==> src/rtl/banked_mem_pkg.sv <==
package banked_mem_pkg;

    typedef enum logic [1:0] {
        MK_ROM   = 2'd0,
        MK_SPRAM = 2'd1,
        MK_DPRAM = 2'd2
    } mem_kind_e;

    localparam int MAX_AW     = 8;
    localparam int MAX_DW     = 64;
    localparam int INIT_SLOTS = 1 << MAX_AW;

    typedef logic [MAX_DW-1:0] init_word_t;
    typedef init_word_t init_tab_t [INIT_SLOTS];

    // Address bits covered by one storage bank for a given memory kind.
    function automatic int bank_aw(int aw, mem_kind_e kind);
        int lim;
        lim = (kind == MK_DPRAM) ? 4 : 5;
        return (aw < lim) ? aw : lim;
    endfunction

    // True when every used table entry fits in dw bits.
    function automatic bit init_fits(init_tab_t tab, int len, int dw);
        for (int i = 0; i < INIT_SLOTS; i++) begin
            if (i < len && dw < MAX_DW && (tab[i] >> dw) != '0)
                return 1'b0;
        end
        return 1'b1;
    endfunction

endpackage

==> src/rtl/mem_bank.sv <==
module mem_bank
    import banked_mem_pkg::*;
#(
    parameter int        BANK_AW  = 5,
    parameter int        DATA_W   = 8,
    parameter bit        WRITABLE = 1'b1,
    parameter bit        DUAL     = 1'b0,
    parameter int        BASE     = 0,
    parameter int        INIT_LEN = 0,
    parameter init_tab_t INIT     = '{default: '0}
) (
    input  logic               clk,
    input  logic               rst,
    input  logic               we,
    input  logic [DATA_W-1:0]  wr_data,
    input  logic [BANK_AW-1:0] a1,
    input  logic [BANK_AW-1:0] a2,
    output logic [DATA_W-1:0]  q1,
    output logic [DATA_W-1:0]  q2
);
    localparam int WORDS = 1 << BANK_AW;

    function automatic logic [DATA_W-1:0] seed_word(int idx);
        init_word_t w;
        w = (BASE + idx < INIT_LEN) ? INIT[BASE + idx] : '0;
        return w[DATA_W-1:0];
    endfunction

    if (WRITABLE) begin : g_ram
        logic [DATA_W-1:0] cells [WORDS];

        always_ff @(posedge clk) begin
            if (rst) begin
                for (int i = 0; i < WORDS; i++)
                    cells[i] <= seed_word(i);
            end else if (we) begin
                cells[a1] <= wr_data;
            end
        end

        assign q1 = cells[a1];

        if (DUAL) begin : g_port2
            assign q2 = cells[a2];
        end else begin : g_no_port2
            logic unused_a2;
            assign unused_a2 = ^a2;
            assign q2 = '0;
        end
    end else begin : g_rom
        logic unused_rom_in;
        assign unused_rom_in = ^{clk, rst, we, wr_data, a2};

        always_comb begin
            q1 = '0;
            for (int i = 0; i < WORDS; i++) begin
                if (a1 == BANK_AW'(i))
                    q1 = seed_word(i);
            end
        end
        assign q2 = '0;
    end

endmodule

==> src/rtl/bank_wr_decode.sv <==
module bank_wr_decode #(
    parameter int SEL_W = 1,
    parameter int NBANK = 1 << SEL_W
) (
    input  logic             we,
    input  logic [SEL_W-1:0] sel,
    output logic [NBANK-1:0] bank_we
);
    always_comb begin
        for (int b = 0; b < NBANK; b++)
            bank_we[b] = we && (sel == SEL_W'(b));
    end
endmodule

==> src/rtl/bank_rd_mux.sv <==
module bank_rd_mux #(
    parameter int SEL_W  = 1,
    parameter int NBANK  = 1 << SEL_W,
    parameter int DATA_W = 8
) (
    input  logic [DATA_W-1:0] q [NBANK],
    input  logic [SEL_W-1:0]  sel,
    output logic [DATA_W-1:0] y
);
    assign y = q[sel];
endmodule

==> src/rtl/banked_mem.sv <==
module banked_mem
    import banked_mem_pkg::*;
#(
    parameter int        ADDR_W     = 6,
    parameter int        DATA_W     = 16,
    parameter mem_kind_e KIND       = MK_DPRAM,
    parameter bit        WRITE_THRU = 1'b0,
    parameter int        INIT_LEN   = 0,
    parameter init_tab_t INIT       = '{default: '0}
) (
    input  logic              clk,
    input  logic              rst,
    input  logic [DATA_W-1:0] wr_data,
    input  logic              wr_en,
    input  logic [ADDR_W-1:0] addr,
    input  logic [ADDR_W-1:0] rd2_addr,
    output logic [DATA_W-1:0] rd1_data,
    output logic [DATA_W-1:0] rd2_data
);
    localparam int DEPTH    = 1 << ADDR_W;
    localparam int BANK_AW  = bank_aw(ADDR_W, KIND);
    localparam int SEL_W    = ADDR_W - BANK_AW;
    localparam int NBANK    = 1 << SEL_W;
    localparam int BANK_SZ  = 1 << BANK_AW;
    localparam bit WRITABLE = (KIND != MK_ROM);
    localparam bit DUAL     = (KIND == MK_DPRAM);

    // Elaboration-time parameter checks
    if (ADDR_W < 1 || ADDR_W > MAX_AW) begin : g_bad_addr_w
        $error("banked_mem: address width must lie in 1..8");
    end
    if (DATA_W < 1 || DATA_W > MAX_DW) begin : g_bad_data_w
        $error("banked_mem: data width must lie in 1..64");
    end
    if (INIT_LEN < 0 || INIT_LEN > DEPTH) begin : g_bad_init_len
        $error("banked_mem: initial list longer than the memory");
    end
    if (!init_fits(INIT, INIT_LEN, DATA_W)) begin : g_bad_init_val
        $error("banked_mem: initial value wider than the data width");
    end

    logic [NBANK-1:0]  bank_we;
    logic [DATA_W-1:0] q1_b [NBANK];
    logic [DATA_W-1:0] q2_b [NBANK];
    logic [DATA_W-1:0] mem1;
    logic [DATA_W-1:0] mem2;

    for (genvar b = 0; b < NBANK; b++) begin : g_bank
        mem_bank #(
            .BANK_AW (BANK_AW),
            .DATA_W  (DATA_W),
            .WRITABLE(WRITABLE),
            .DUAL    (DUAL),
            .BASE    (b * BANK_SZ),
            .INIT_LEN(INIT_LEN),
            .INIT    (INIT)
        ) u_bank (
            .clk    (clk),
            .rst    (rst),
            .we     (bank_we[b]),
            .wr_data(wr_data),
            .a1     (addr[BANK_AW-1:0]),
            .a2     (rd2_addr[BANK_AW-1:0]),
            .q1     (q1_b[b]),
            .q2     (q2_b[b])
        );
    end

    if (NBANK == 1) begin : g_single
        assign bank_we[0] = wr_en;
        assign mem1       = q1_b[0];
        assign mem2       = q2_b[0];
    end else begin : g_multi
        bank_wr_decode #(.SEL_W(SEL_W), .NBANK(NBANK)) u_dec (
            .we     (wr_en),
            .sel    (addr[ADDR_W-1:BANK_AW]),
            .bank_we(bank_we)
        );
        bank_rd_mux #(.SEL_W(SEL_W), .NBANK(NBANK), .DATA_W(DATA_W)) u_mux1 (
            .q  (q1_b),
            .sel(addr[ADDR_W-1:BANK_AW]),
            .y  (mem1)
        );
        bank_rd_mux #(.SEL_W(SEL_W), .NBANK(NBANK), .DATA_W(DATA_W)) u_mux2 (
            .q  (q2_b),
            .sel(rd2_addr[ADDR_W-1:BANK_AW]),
            .y  (mem2)
        );
    end

    if (WRITE_THRU && WRITABLE) begin : g_fwd
        assign rd1_data = wr_en ? wr_data : mem1;
    end else begin : g_nofwd
        assign rd1_data = mem1;
    end

    assign rd2_data = DUAL ? mem2 : '0;

endmodule

==> config.mk <==
export PLATFORM = sky130hd
export DESIGN_NAME = banked_mem
export DESIGN_NICKNAME = d
export VERILOG_FILES = /design/src/rtl/banked_mem_pkg.sv /design/src/rtl/mem_bank.sv /design/src/rtl/bank_wr_decode.sv /design/src/rtl/bank_rd_mux.sv /design/src/rtl/banked_mem.sv
export SDC_FILE = /design/constraint.sdc
export NUM_CORES = 2
export LEC_CHECK = 0
export BUFFER_PORTS_ARGS = -buffer_cell sky130_fd_sc_hd__buf_2
export CAP_MARGIN = 20
export CELL_PAD_IN_SITES_DETAIL_PLACEMENT = 1
export CELL_PAD_IN_SITES_GLOBAL_PLACEMENT = 1
export CORE_ASPECT_RATIO = 1.5
export CORE_MARGIN = 2
export CORE_UTILIZATION = 38
export CTS_CLUSTER_DIAMETER = 40
export DETAILED_ROUTE_END_ITERATION = 10
export GPL_ROUTABILITY_DRIVEN = 0
export GPL_TIMING_DRIVEN = 1
export HOLD_SLACK_MARGIN = 0.1
export MAX_ROUTING_LAYER = met4
export PLACE_DENSITY = 0.56
export REMOVE_ABC_BUFFERS = 1
export SYNTH_ARGS = -nofsm -noshare
export SYNTH_HDL_FRONTEND = slang
export SYNTH_SLANG_ARGS = --single-unit
==> constraint.sdc <==
create_clock -name clk -period 8 [get_ports clk]
set_input_delay 1.2 -clock clk [delete_from_list [all_inputs] [get_ports clk]]
set_output_delay 1.2 -clock clk [all_outputs]
set_load 0.05 [all_outputs]
==> results.toml <==
[floorplan]
die_w_um = 313
die_h_um = 467
start_util = 0.383
core_sq_mm = 0.142
ios = 63
rows = 169
die-area_sq_mm = 0.146

[clock_tree]
htree_levels = 4
holdBufCountCts = 0
cts.path.max_buffers = 3
cts_resized = 0
cts_tree = "yes"
path_clk_slew_ns = 0.05
ctsRootBufferMaster = "clkbuf_16"
postCtsSetupRepairBufs = 0
cts_made_buffers = 138
cts.sinks = 1024

[pwr]
peakVddDrop_v = 0.000205
total_power_mw = 14.3
cellPowerDensity_mw_per_mm2 = 234
leakagePower_nw = 20.7

[route]
wl_per_cell_um = 39.2
first_pass_iters = 5
met3_wirelength_mm = 11.2
drt-met1-wl_mm = 78.7
vias = 33752
drtIter0Drc = 3543
vias_per_cell = 6.11
wl_met2_mm = 111
routed.top_layer = "met4"
wirelength_mm = 216
drc = 0
ant_nets = 0

[global_routing]
grt_max_degree = 92
antenna_found_initial = 25
overflow = 0
grt_pass1_wl_mm = 298
grt_pass1_vias = 35857
grt.total_usage = 0.306

[timing]
tns_ns = 0
maxSlewViolCount = 0
tightest_slew_ns = 1.20
layout_min_cycle_time_ns = 6.02
hold_viol_final = 0
timing.fmax_ghz = 0.166
maxSlewHeadroom = 0.200
fin_crit_sh = 0.753
setup-violations-final = 0
rsz0062_at_grt = "false"

[critical_path]
cpPeakStageDelay_ns = 1.03
crit_arrival_ns = 4.82
cp_cell_sequence = "clkbuf_8 > buf_12 > mux4_2 > mux2_2 > o22ai_1 > nor4_1 > a21o_1 > buf_2"
slowest_stage = "nor4_1"
crit_required_ns = 6.80
critical_path.max_fanout = 89
setup.worst_path.end_class = "primary output"
cp_num_buf_inv = 3
crit_type = "in -> out"
crit_family = "buffers and inverters"
critPathLaunchType = "input port"

[finish]
top_regs = "g_bank.u_bank.g_ram.cells (1024)"
n_fill_cell = 13775
largest_register = "g_bank.u_bank.g_ram.cells"
final_cell_mix = "and2_1, edfxtp_1, mux4_2"
synthToLayoutAreaGrowth_pct = 12.9
largest_reg_flops = 1024
fin_nets = 3540
final_common_cell = "and2_1"
layout-drive-gt1-share = 0.284

[synthesis]
ys_ff_latch = 1024
yosysSeqAreaShare = 0.567
synth_cell_type_count = 37
synth_area_sq_mm = 0.0543
avgSynthCellArea_sq_um = 15.3
ys_warn_count = 0
syn_inst = 3555

[placement]
post-dp-hpwl_mm = 140
port_buffers = 62

[hold_path]
hold_path.class = "in -> reg"

[status]
status = "finished clean"

[flow_run]
cap_violations = 0
## cells in the mapped netlist, drive strengths merged
| master | instances | area share |
|---|---|---|
| a2111oi | 2 | 0.00032 |
| a221oi | 14 | 0.0023 |
| inv | 2 | 0.00014 |
| or2 | 65 | 0.0075 |
| nor4 | 18 | 0.0025 |
| nand3b | 2 | 0.00028 |
| clkinv | 1 | 0.000069 |
| nand4b | 1 | 0.00016 |
| clkbuf | 266 | 0.018 |
| o21ai | 20 | 0.0018 |
| o22ai | 42 | 0.0048 |
| mux2i | 28 | 0.0052 |
| buf | 109 | 0.010 |
| a21oi | 80 | 0.0074 |
| o31ai | 2 | 0.00028 |
| a21o | 14 | 0.0019 |
| and2b | 1 | 0.00014 |
| mux2 | 30 | 0.0062 |
| and2 | 1027 | 0.12 |
| nand2b | 7 | 0.00081 |
| nor2 | 72 | 0.0050 |
| a31oi | 2 | 0.00023 |
| a311oi | 2 | 0.00032 |
| nor2b | 10 | 0.0012 |
| or3 | 1 | 0.00012 |
| a22oi | 134 | 0.019 |
| edfxtp | 1024 | 0.57 |
| nand3 | 7 | 0.00065 |
| mux4 | 510 | 0.21 |
| nor3 | 2 | 0.00018 |
| nand2 | 30 | 0.0021 |
| o221ai | 14 | 0.0023 |
| or4 | 16 | 0.0022 |
## through the flow
step           cells  worst slack [ns]  cell area [sq um]  hold WS (ns)  utilization
2_1_floorplan   3180              2.45              52700          1.40            -
3_3_place_gp    5245              2.20              56500          2.05        0.399
3_5_place_dp    5248              2.31              56600          2.06        0.399
4_1_cts         5502              2.30              61200          1.23        0.432
5_1_grt         5516              2.16              61200          1.24        0.432
6_report        5523              1.98              61200          1.21        0.432
## cell type report
cell class / count / area, sq um / area share
Clock buffer: 160 / 3710 / 0.0605
Sequential cell: 1024 / 30700 / 0.502
Clock inverter: 94 / 906 / 0.0148
Multi-Input combinational cell: 2153 / 22000 / 0.359
Antenna cell: 19 / 47.5 / 0.000776
Inverter: 3 / 11.3 / 0.000184
Timing Repair Buffer: 189 / 1470 / 0.0239
Tap cell: 1881 / 2350 / 0.0384
## report_power, final
| group | internal, mW | switching, mW | leakage [nW] | total (mW) |
|---|---|---|---|---|
| Clock | 3.74 | 2.55 | 2.24 | 6.29 |
| Combinational | 0.597 | 1.10 | 8.69 | 1.70 |
| Sequential | 6.19 | 0.155 | 9.73 | 6.34 |
| Total | 10.5 | 3.80 | 20.7 | 14.3 |
## layer usage
layer | track usage | vias to the layer above
met5 | - | -
met4 | 0.190 | 0
met3 | 0.0388 | 407
met2 | 0.515 | 1332
met1 | 0.347 | 18321
li1 | - | 13692
## path summary, 6_finish.rpt
check,cells after the start,from,to
max,8,rd2_addr[2],rd2_data[15]
min,3,wr_data[15],g_bank[3].u_bank.g_ram.cells[3][15]
## kinds of logic (layout without fill, tap and decap cells)
kind of cell,after synthesis,after routing,share of synthesized area
AOI/OAI and AO/OA,326,326,0.0402
other,0,19,0
buffers and inverters,378,446,0.0287
DFF,1024,1024,0.567
muxes,568,568,0.223
and+or+nand+nor,1259,1259,0.141
Power figures use the tool's default switching activity.
